===== config.mk =====
export PLATFORM = sky130hd
export DESIGN_NAME = dac_cmd_front
export DESIGN_NICKNAME = d
export VERILOG_FILES = /design/src/rtl/dacif_pkg.sv /design/src/rtl/serial_sync.sv /design/src/rtl/frame_shifter.sv /design/src/rtl/cmd_regs.sv /design/src/rtl/dac_cmd_front.sv
export SDC_FILE = /design/constraint.sdc
export NUM_CORES = 1
export LEC_CHECK = 0
export BUFFER_PORTS_ARGS = -buffer_cell sky130_fd_sc_hd__buf_2
export CORE_MARGIN = 4
export CORE_UTILIZATION = 35
export CTS_CLUSTER_SIZE = 10
export DETAILED_ROUTE_END_ITERATION = 10
export GPL_TIMING_DRIVEN = 0
export PLACE_DENSITY = 0.61
export REMOVE_ABC_BUFFERS = 1
export SETUP_SLACK_MARGIN = 0.2
export SLEW_MARGIN = 20
export SYNTH_ARGS = -nofsm -noshare
export SYNTH_HDL_FRONTEND = slang
export SYNTH_HIERARCHICAL = 1
export SYNTH_SLANG_ARGS = --single-unit
export TNS_END_PERCENT = 30

===== constraint.sdc =====
create_clock -name clk -period 5 [get_ports clk]
set_input_delay 0.25 -clock clk [delete_from_list [all_inputs] [get_ports clk]]
set_output_delay 0.25 -clock clk [all_outputs]
set_load 0.05 [all_outputs]

===== src/rtl/dacif_pkg.sv =====
package dacif_pkg;
  localparam int DATA_W  = 13;
  localparam int CMD_W   = 3;
  localparam int FRAME_W = DATA_W + CMD_W;

  typedef enum logic [CMD_W-1:0] {
    CMD_NOP       = 3'b000,
    CMD_LOAD_HOLD = 3'b001,
    CMD_LOAD_BOTH = 3'b010,
    CMD_XFER      = 3'b011,
    CMD_WAKE      = 3'b100,
    CMD_SLEEP     = 3'b111
  } cmd_e;
endpackage


===== src/rtl/serial_sync.sv =====
module serial_sync #(
  parameter int STAGES = 2
) (
  input  logic clk,
  input  logic rst_n,
  input  logic cs_n,
  input  logic sclk,
  input  logic din,
  output logic rst_sync_n,
  output logic cs_lvl,
  output logic cs_rise,
  output logic sclk_rise,
  output logic din_lvl
);
  logic [1:0]      rst_q;
  logic [STAGES:0] cs_q, sc_q, dn_q;
  logic [STAGES:0] cs_d, sc_d, dn_d;

  always_ff @(posedge clk or negedge rst_n) begin
    if (!rst_n) rst_q <= 2'b00;
    else        rst_q <= {rst_q[0], 1'b1};
  end
  assign rst_sync_n = rst_q[1];

  always_comb begin
    cs_d = {cs_q[STAGES-1:0], cs_n};
    sc_d = {sc_q[STAGES-1:0], sclk};
    dn_d = {dn_q[STAGES-1:0], din};
  end

  always_ff @(posedge clk or negedge rst_sync_n) begin
    if (!rst_sync_n) begin
      cs_q <= '1;
      sc_q <= '0;
      dn_q <= '0;
    end else begin
      cs_q <= cs_d;
      sc_q <= sc_d;
      dn_q <= dn_d;
    end
  end

  assign cs_lvl    = cs_q[STAGES-1];
  assign cs_rise   = cs_q[STAGES-1] & ~cs_q[STAGES];
  assign sclk_rise = sc_q[STAGES-1] & ~sc_q[STAGES];
  assign din_lvl   = dn_q[STAGES-1];

  a_r3_rise_single: assert property (@(posedge clk) disable iff (!rst_sync_n)
    cs_rise |=> !cs_rise);
endmodule


===== src/rtl/frame_shifter.sv =====
module frame_shifter
  import dacif_pkg::*;
#(
  parameter int WIDTH = FRAME_W
) (
  input  logic             clk,
  input  logic             rst_n,
  input  logic             cs_lvl,
  input  logic             cs_rise,
  input  logic             sclk_rise,
  input  logic             din_lvl,
  output logic             frame_ok,
  output logic             frame_err,
  output logic [WIDTH-1:0] frame_word
);
  localparam int CNT_W = $clog2(WIDTH + 1) + 1;
  localparam logic [CNT_W-1:0] CNT_MAX  = '1;
  localparam logic [CNT_W-1:0] CNT_FULL = CNT_W'(WIDTH);

  logic [WIDTH-1:0] shift_q, shift_d, word_q;
  logic [CNT_W-1:0] cnt_q, cnt_d;
  logic             ok_q, ok_d, err_q, err_d;
  logic             shift_en;

  always_comb begin
    shift_en = !cs_lvl && sclk_rise && !cs_rise;
    shift_d  = shift_q;
    cnt_d    = cnt_q;
    if (cs_rise) begin
      cnt_d = '0;
    end else if (shift_en) begin
      shift_d = {shift_q[WIDTH-2:0], din_lvl};
      if (cnt_q != CNT_MAX) cnt_d = cnt_q + 1'b1;
    end
    ok_d  = cs_rise && (cnt_q == CNT_FULL);
    err_d = cs_rise && (cnt_q != CNT_FULL);
  end

  always_ff @(posedge clk or negedge rst_n) begin
    if (!rst_n) begin
      shift_q <= '0;
      cnt_q   <= '0;
      ok_q    <= 1'b0;
      err_q   <= 1'b0;
      word_q  <= '0;
    end else begin
      shift_q <= shift_d;
      cnt_q   <= cnt_d;
      ok_q    <= ok_d;
      err_q   <= err_d;
      if (cs_rise) word_q <= shift_q;
    end
  end

  assign frame_ok   = ok_q;
  assign frame_err  = err_q;
  assign frame_word = word_q;

  a_r3_hold_when_deselected: assert property (@(posedge clk) disable iff (!rst_n)
    cs_lvl |=> $stable(shift_q));
  a_r12_err_one_cycle: assert property (@(posedge clk) disable iff (!rst_n)
    err_q |=> !err_q);
  a_r12_ok_err_exclusive: assert property (@(posedge clk) disable iff (!rst_n)
    !(ok_q && err_q));
endmodule


===== src/rtl/cmd_regs.sv =====
module cmd_regs
  import dacif_pkg::*;
#(
  parameter int DW = DATA_W
) (
  input  logic              clk,
  input  logic              rst_n,
  input  logic              frame_ok,
  input  logic              frame_err,
  input  logic [DW+CMD_W-1:0] frame_word,
  output logic [DW-1:0]     out_code,
  output logic              sleep
);
  logic [DW-1:0] hold_q, hold_d, out_q, out_d;
  logic          sd_q, sd_d;
  logic          hold_en, out_en, sd_en;
  cmd_e          cmd;
  logic [DW-1:0] data;

  assign cmd  = cmd_e'(frame_word[DW+CMD_W-1:DW]);
  assign data = frame_word[DW-1:0];

  always_comb begin
    hold_en = 1'b0;
    out_en  = 1'b0;
    sd_en   = 1'b0;
    hold_d  = data;
    out_d   = data;
    sd_d    = 1'b0;
    if (frame_ok) begin
      case (cmd)
        CMD_LOAD_HOLD: hold_en = 1'b1;
        CMD_LOAD_BOTH: begin hold_en = 1'b1; out_en = 1'b1; sd_en = 1'b1; end
        CMD_XFER:      begin out_d = hold_q; out_en = 1'b1; sd_en = 1'b1; end
        CMD_WAKE:      sd_en = 1'b1;
        CMD_SLEEP:     begin sd_en = 1'b1; sd_d = 1'b1; end
        default:       ;
      endcase
    end
  end

  always_ff @(posedge clk or negedge rst_n) begin
    if (!rst_n) begin
      hold_q <= '0;
      out_q  <= '0;
      sd_q   <= 1'b0;
    end else begin
      if (hold_en) hold_q <= hold_d;
      if (out_en)  out_q  <= out_d;
      if (sd_en)   sd_q   <= sd_d;
    end
  end

  assign out_code = out_q;
  assign sleep    = sd_q;

  a_r12_discard_no_change: assert property (@(posedge clk) disable iff (!rst_n)
    frame_err |=> $stable(out_q) && $stable(hold_q) && $stable(sd_q));
  a_r4_idle_no_change: assert property (@(posedge clk) disable iff (!rst_n)
    !frame_ok |=> $stable(out_q) && $stable(hold_q) && $stable(sd_q));
  a_r6_hold_only: assert property (@(posedge clk) disable iff (!rst_n)
    (frame_ok && cmd == CMD_LOAD_HOLD) |=> $stable(out_q) && $stable(sd_q)
      && hold_q == $past(data));
  a_r7_load_both: assert property (@(posedge clk) disable iff (!rst_n)
    (frame_ok && cmd == CMD_LOAD_BOTH) |=> out_q == $past(data) && !sd_q);
  a_r9_sleep_keeps: assert property (@(posedge clk) disable iff (!rst_n)
    (frame_ok && cmd == CMD_SLEEP) |=> sd_q && $stable(out_q) && $stable(hold_q));
  a_r10_wake_restores: assert property (@(posedge clk) disable iff (!rst_n)
    (frame_ok && cmd == CMD_WAKE) |=> !sd_q && $stable(out_q) && $stable(hold_q));
endmodule


===== src/rtl/dac_cmd_front.sv =====
module dac_cmd_front
  import dacif_pkg::*;
#(
  parameter int SYNC_STAGES = 2
) (
  input  logic              clk,
  input  logic              rst_n,
  input  logic              cs_n,
  input  logic              sclk,
  input  logic              din,
  output logic [DATA_W-1:0] dac_code,
  output logic              shutdown,
  output logic              frame_error
);
  logic               rst_sync_n, cs_lvl, cs_rise, sclk_rise, din_lvl;
  logic               frame_ok, frame_err;
  logic [FRAME_W-1:0] frame_word;

  serial_sync #(.STAGES(SYNC_STAGES)) u_sync (
    .clk(clk), .rst_n(rst_n), .cs_n(cs_n), .sclk(sclk), .din(din),
    .rst_sync_n(rst_sync_n), .cs_lvl(cs_lvl), .cs_rise(cs_rise),
    .sclk_rise(sclk_rise), .din_lvl(din_lvl)
  );

  frame_shifter #(.WIDTH(FRAME_W)) u_shift (
    .clk(clk), .rst_n(rst_sync_n), .cs_lvl(cs_lvl), .cs_rise(cs_rise),
    .sclk_rise(sclk_rise), .din_lvl(din_lvl), .frame_ok(frame_ok),
    .frame_err(frame_err), .frame_word(frame_word)
  );

  cmd_regs #(.DW(DATA_W)) u_regs (
    .clk(clk), .rst_n(rst_sync_n), .frame_ok(frame_ok), .frame_err(frame_err),
    .frame_word(frame_word), .out_code(dac_code), .sleep(shutdown)
  );

  assign frame_error = frame_err;
endmodule


==> key figures, run 1 <==
Layout
  • Fillcell total: 835
  • Antenna cells: 0
  • Layout cells sized above 1: 37.35%
  • Area of the multi-input gates: 0.001187 mm^2
  • Most common cell after layout, fill and taps aside: dfrtp_1
  • Sequential cell area: 0.001934 mm^2
  • Commonest cells after routing, fill and taps aside: 73 x dfrtp_1, 25 x mux2_2, 20 x mux2_4
  • P&R area growth vs syn: 13.16%
  • Layout Nets: 251

STA
  • Setup violators final: 0
  • Worst Tran Pin Value: 0.9856 ns
  • Worst-case clock skew: 0.01161 ns
  • RSZ-0062 raised after global routing: false
  • WHS: 0.02634 ns
  • Maximum clock rate: 0.4522 GHz
  • Slew HR: 34.10%
  • Sum Neg Setup Slack: 0 ns
  • Min Clock Period, post-route: 2.212 ns
  • Tcrit/Tclk final: 44.23%
  • Slew Limit Fails: 0
  • Final hold violation count: 0

Floorplanning
  • Die Span Y: 103.8 um
  • Area of the core: 0.008806 mm^2
  • Starting Density: 36.49%
  • Die Wd: 103.8 um
  • DIE AREA: 0.01078 mm^2
  • I/O pin total: 20
  • Row cnt: 34

Routing
  • Routed Antenna Nets: 0
  • Via count: 1711
  • DR iter-0 viols: 56
  • Post-detailed-route wirelength per cell: 14.06 um
  • First-pass iteration count of the detailed router: 4
  • Vias/cell: 4.793
  • DRC: 0
  • Drt total wl: 5021 um

Synthesis
  • Syn Std Cell Area: 0.003213 mm^2
  • Top_reg_cell synth: dfrtp_1
  • Post-synth ARST share: 100.0%
  • Yosys reg bits: 77
  • Post-synthesis cell count: 220
  • Distinct cells, synth: 37
  • Sequential share of the synthesized area: 60.09%
  • Syn. warnings: 6
  • EDFF count, synth: 0
  • Mapped Avg Cell Area: 14.60 um^2

Clock tree
  • Post-CTS Setup Bufs: 0
  • CTS tree: built
  • Hold_buf cts: 3
  • Clk root buf: clkbuf_8
  • CTS clk-pin slew, worst paths: 0.08 ns
  • H-tree levels: 3
  • Max Root-Sink Buffers: 2
  • CTS resizes: 0
  • Worst-Skew Late Latency: 0.34 ns
  • Number of CTS-inserted buffers: 9
  • CTS sink count: 77

Min path
  • HP Start: sclk
  • WHS Path Cells: 1
  • HP Class: in2reg
  • Hold worst-path end: u_sync/sc_q[0]$_DFF_PN0_

GRT
  • Vias in the first global route: 1840
  • Largest net degree at the start of global routing: 53
  • Global route overflow: 0
  • First-pass GRT wire length: 8845 um
  • Gr usage total: 10.08%
  • Initial antenna violation count: 0

Power and ir drop
  • Power share of the clock group: 37.4%
  • Reg power frac: 54.3%
  • Peak supply drop: 176.8 uV
  • PD cells: 367.8 mW/mm^2
  • Total power: 1337 uW
  • Internal power: 1028 uW
  • Sw Ratio: 23.13%
  • Psw: 309.3 uW
  • Combinational power share: 8.3%
  • LEAKAGE: 0.001704 uW

Worst setup path
  • Critical Path Sink Type: flip-flop
  • Startpoint types: flip-flop
  • CP max FO: 17
  • Setup CP Type: reg2reg
  • Worst R2R Setup Slack: 2.79 ns
  • FF-to-FF path depth: 3
  • Worst EP arrival: 2.43 ns
  • WP data required: 5.21 ns
  • Reg2reg end: u_regs/hold_q[4]$_DFFE_PN0P_
  • Reg2Reg Launch Point: u_shift/frame_word[13]$_DFFE_PN0P_

Place
  • HPWL after DPL: 3101 um
  • Routability congestion estimate: 0.7266
  • IO buf count: 19

Job
  • Max cap viols: 0

Status
  • Status: finished clean
## state kept, by name, indices dropped and copies added (netlist names), 2 cells and up
signal,cells
u_shift/shift_q,16
u_sync/dn_q,2
u_shift/cnt_q,6
u_sync/sc_q,3
u_regs/out_code,13
u_shift/frame_word,16
u_sync/rst_q,2
u_sync/cs_q,3
u_regs/hold_q,13
## stage by stage
step | util, % | setup WS (ns) | instances | cell area, um^2
final | 41.29 | 2.788 | 357 | 3636
after global routing | 41.29 | 2.662 | 357 | 3636
after CTS | 41.29 | 2.762 | 357 | 3636
after detailed placement | 38.51 | 2.770 | 338 | 3391
after global placement | 38.15 | 1.821 | 337 | 3359
after floorplan | - | 2.702 | 210 | 3129
## worst max-delay path, stage by stage (launching register included)
cell	delay, ns
dfrtp_1	1.00
xor2_2	0.20
nand3b_2	0.43
mux2_4	0.45
## how the worst max path moves through the flow
stage                                               end                                from  cells after the start
after global routing       u_regs/hold_q[3]$_DFFE_PN0P_  u_shift/frame_word[13]$_DFFE_PN0P_                      3
after global placement     u_shift/cnt_q[5]$_DFFE_PN0P_           u_sync/rst_q[1]$_DFF_PN0_                      0
after detailed placement  u_regs/hold_q[10]$_DFFE_PN0P_  u_shift/frame_word[13]$_DFFE_PN0P_                      3
final                      u_regs/hold_q[4]$_DFFE_PN0P_  u_shift/frame_word[13]$_DFFE_PN0P_                      3
after CTS                  u_regs/hold_q[3]$_DFFE_PN0P_  u_shift/frame_word[13]$_DFFE_PN0P_                      3
after floorplan            u_regs/hold_q[0]$_DFFE_PN0P_           u_sync/rst_q[1]$_DFF_PN0_                      0
## cells in the mapped netlist (all sizes together) (3+ instances only)
| cell | instances | area (um^2) |
|---|---|---|
| nor2 | 3 | 11.26 |
| and4b | 4 | 41.29 |
| mux2 | 45 | 581.8 |
| buf | 8 | 76.32 |
| nor2b | 4 | 47.55 |
| mux2i | 15 | 150.1 |
| nand3b | 3 | 26.27 |
| nand2 | 14 | 52.55 |
| a21oi | 5 | 25.02 |
| inv | 3 | 11.26 |
| dfrtp | 74 | 1852 |
| o21ai | 15 | 75.07 |
| dfstp | 3 | 78.83 |
## routing by layer
metal,wire [um],vias to the layer above,GRT usage (%)
met1,2478,860,12.74
met2,2319,19,15.78
li1,-,825,-
met4,91,0,5.698
met5,0,-,0
met3,132,7,2.488
## cell type report
type	count	area share [%]
sequential	77	53.20
multi-input combinational	130	32.66
timing repair buffer	23	4.198
tap	108	3.716
clock buffer	10	3.510
clock inverter	6	2.409
inverter	3	0.3097
## power by group through the flow
| stage | clock (uW) | combinational, uW | sequential, uW |
|---|---|---|---|
| 2_1_floorplan | 0 | 83.3 | 731 |
| 3_5_place_dp | 0 | 111 | 739 |
| 5_1_grt | 547 | 125 | 736 |
| 4_1_cts | 522 | 114 | 726 |
| 3_3_place_gp | 0 | 97.5 | 743 |
| 6_report | 500 | 112 | 726 |
## logic make-up (layout without fill, tap and decap cells)
logic type,after synthesis,in the layout,synth area share [%]
other cells,1,1,0.1167
compound gates,26,26,4.517
simple gates,40,40,8.255
xor+xnor,1,1,0.5064
flops,77,77,60.09
fa+ha+maj,2,2,0.7787
mux,60,60,22.78
buf+inv,13,42,2.959
No activity file was read; power rests on OpenSTA's default activity.
==> inputs of run 2 (changes only) <==
--- a/config.mk
+++ b/config.mk
@@ -5,6 +5,7 @@
 export SDC_FILE = /design/constraint.sdc
 export NUM_CORES = 1
 export LEC_CHECK = 0
+export ABC_AREA = 1
 export BUFFER_PORTS_ARGS = -buffer_cell sky130_fd_sc_hd__buf_2
 export CORE_MARGIN = 4
 export CORE_UTILIZATION = 35
==> constraint.sdc (replaced) <==
create_clock -name clk -period 2.04 [get_ports clk]
set_input_delay 0.102 -clock clk [delete_from_list [all_inputs] [get_ports clk]]
set_output_delay 0.102 -clock clk [all_outputs]
set_load 0.05 [all_outputs]
==> key figures, run 2 <==
Clock tree
  • H-tree levels: 3 (unchanged)
  • CTS tree: built
  • Max Root-Sink Buffers: 2 (unchanged)
  • CTS clk-pin slew, worst paths: 0.08 ns (about the same)
  • CTS sink count: 77 (unchanged)
  • Post-CTS Setup Bufs: 0 (unchanged)
  • Worst-Skew Late Latency: 0.34 ns (about the same)
  • Clk root buf: clkbuf_8
  • Number of CTS-inserted buffers: 9 (unchanged)

Synthesis
  • Top_reg_cell synth: dfrtp_1
  • EDFF count, synth: 0 (unchanged)
  • Yosys top cell area share: 54.92% (-2.7 points)
  • Post-synthesis cell count: 381 (+73%)
  • Mapped Avg Cell Area: 8.850 um^2 (-39%)
  • Syn Std Cell Area: 0.003372 mm^2 (+4.9%)
  • Yosys reg bits: 77 (unchanged)
  • Distinct cells, synth: 27 (-27%)
  • Post-synth ARST share: 100.0% (unchanged)
  • Area leader, netlist: dfrtp_1
  • Dominant cells by area after synthesis: dfrtp_1 55%, nand2_1 16%, inv_1 4.2%
  • Top-count cell post-synth: nand2_1
  • Sequential share of the synthesized area: 57.25% (-2.8 points)
  • Syn. warnings: 6 (unchanged)
  • Synth cell count leaders: 141 x nand2_1, 74 x dfrtp_1, 38 x inv_1

STA
  • Worst Tran Pin Value: 0.5478 ns (-0.4378 ns)
  • Slew Limit Fails: 0 (unchanged)
  • Maximum clock rate: 0.5722 GHz (+27%)
  • RSZ-0062 raised after global routing: true
  • Final hold violation count: 0 (unchanged)
  • Min Clock Period, post-route: 1.748 ns (-0.4638 ns)
  • Worst-case clock skew: 0.008262 ns (-0.003349 ns)
  • Setup violators final: 0 (unchanged)
  • Final WS setup: 0.2923 ns (-2.496 ns)
  • Tcrit/Tclk final: 85.67% (+41 points)
  • Sum Neg Setup Slack: 0 ns (unchanged)
  • Slew HR: 63.44% (+29 points)

Status
  • Status: finished clean

GRT
  • Vias in the first global route: 2348 (+28%)
  • Initial antenna violation count: 0 (unchanged)
  • Global route overflow: 0 (unchanged)
  • Gr usage total: 11.53% (+1.5 points)
  • First-pass GRT wire length: 10610 um (+20%)
  • Largest net degree at the start of global routing: 43 (-19%)

Place
  • HPWL after DPL: 3662 um (+18%)
  • IO buf count: 19 (unchanged)
  • Setup slack at placement: -0.05031 ns (-2.821 ns)
  • Dpl cells: 515 (+52%)
  • Routability congestion estimate: 0.7857 (+8.1%)

Routing
  • DR iter-0 viols: 82 (+46%)
  • Routed Antenna Nets: 0 (unchanged)
  • Via count: 2344 (+37%)
  • Vias/cell: 4.381 (-8.6%)
  • DRC: 0 (unchanged)
  • Post-detailed-route wirelength per cell: 11.01 um (-22%)
  • Drt total wl: 5889 um (+17%)
  • First-pass iteration count of the detailed router: 4 (unchanged)

Power and ir drop
  • Peak supply drop: 397.2 uV (+120%)
  • PD cells: 883.7 mW/mm^2 (+140%)
  • LEAKAGE: 0.002125 uW (+25%)

Layout
  • Layout cells sized above 1: 17.73% (-20 points)
  • P&R area growth vs syn: 13.54%
  • Antenna cells: 0 (unchanged)
  • Commonest cells after routing, fill and taps aside: 140 x nand2_1, 73 x dfrtp_1, 38 x inv_1
  • Most common cell after layout, fill and taps aside: nand2_1
  • Fin cells: 535 (+50%)
  • Area of the multi-input gates: 0.001184 mm^2 (-0.32%)
  • Fillcell total: 965 (+16%)
  • Sequential cell area: 0.001934 mm^2 (unchanged)
  • Layout Nets: 408 (+63%)

Job
  • Max cap viols: 0 (unchanged)

Floorplanning
  • DIE AREA: 0.01127 mm^2 (+4.6%)
  • Die Span Y: 106.2 um (+2.3%)
  • Row cnt: 35 (+2.9%)
  • Area of the core: 0.009328 mm^2 (+5.9%)
  • I/O pin total: 20 (unchanged)
  • Starting Density: 36.15% (-0.34 points)
  • Die Wd: 106.2 um (+2.3%)

Worst setup path
  • Critical Path Sink Type: flip-flop
  • Setup CP Type: reg2reg
  • Worst EP arrival: 1.98 ns (-0.45 ns)
  • WP data required: 2.27 ns (-2.94 ns)
  • Startpoint types: flip-flop
  • CP max FO: 38 (+21)
  • Critical-path cell list: inv_1 -> nor2_4 -> inv_4 -> nand2_8 -> nor2_1 -> nand2_1 -> o21ai_2
  • Critical Path Slowest Stage Cell: dfstp_2
  • CP max stage delay: 0.59 ns (-0.41 ns)

Min path
  • HP Class: in2async
[run 2: cell count changes in the layout (fill, tap and decap cells not counted), sizes merged, moves of 7 or more]
cell   change
inv       +38
mux2      -45
nand2    +132
mux2i     -15
nand3     +15
nand4     +13
o21ai      +7
nor2      +37
[run 2: routing by layer]
layer  GRT usage (%)  routed length, um  share of wire (%)
met5               0                  0                  0
met4           4.070                 80                1.4
met3           2.732                195                3.3
met2           19.68               2792                 47
met1           14.22               2820                 48
[run 2: kinds of logic (layout without fill, tap and decap cells)]
logic type,count (synthesis),after routing,share of synthesized area [%]
buffers and inverters,56,81,8.126
other,1,1,0.1112
adders and majority gates,2,2,0.7420
DFF,77,77,57.25
AOI/OAI and AO/OA,24,24,5.121
and+or+nand+nor,221,221,28.65
[run 2: timing repair]
| action | in CTS | in global routing |
|---|---|---|
| endpoints found under the hold margin | 5 | 0 |
| setup endpoints to repair | 31 | 15 |
| resized for setup | 2 | 1 |
| hold buffers | 4 | 0 |
[run 2: power by group]
group          total (uW)  internal, uW  switching (uW)
registers            1730          1640            95.6
logic                 280          99.5             180
clock network        1370           809             563
[run 2: worst paths after layout]
path / end / slack, ns / cells past startpoint / from
max: u_shift/cnt_q[0]$_DFFE_PN0P_ / 0.29 / 7 / u_sync/cs_q[1]$_DFF_PN1_
min: u_sync/rst_q[1]$_DFF_PN0_ / 0.06 / 2 / rst_n
max reg2reg: u_shift/cnt_q[0]$_DFFE_PN0P_ / 0.29 / 7 / u_sync/cs_q[1]$_DFF_PN1_
min reg2reg: u_shift/shift_q[4]$_DFFE_PN0P_ / 0.28 / 0 / u_sync/rst_q[1]$_DFF_PN0_
max in group asynchronous: u_regs/hold_q[10]$_DFFE_PN0P_ / 1.19 / 1 / u_sync/rst_q[1]$_DFF_PN0_
min in group clk: u_sync/dn_q[1]$_DFF_PN0_ / 0.35 / 0 / u_sync/dn_q[0]$_DFF_PN0_
[run 2: worst max-delay path: cells and delay by family, from the launching register on]
family / cells / cell delay (ns)
simple gates: 4 / 0.68
flops: 1 / 0.59
compound gates: 1 / 0.05
buf+inv: 2 / 0.32
[run 2: final cells by class]
cell class	count	area share [%]
Clock inverter	7	2.974
Multi-Input combinational cell	248	30.92
Tap cell	129	4.216
Sequential cell	77	50.52
Timing Repair Buffer	24	4.052
Inverter	41	4.085
Clock buffer	9	3.235
[run 2: metrics by stage]
stage | utilization [%] | power (uW) | hold WS [ns] | area [um^2]
floorplan | - | 1955 | -0.1936 | 3254
global placement | 37.64 | 2018 | -0.1115 | 3511
detailed placement | 37.89 | 2037 | -0.1127 | 3535
CTS | 41.02 | 3440 | 0.04592 | 3826
global route | 41.05 | 3566 | 0.04745 | 3829
finish | 41.05 | 3383 | 0.06398 | 3829
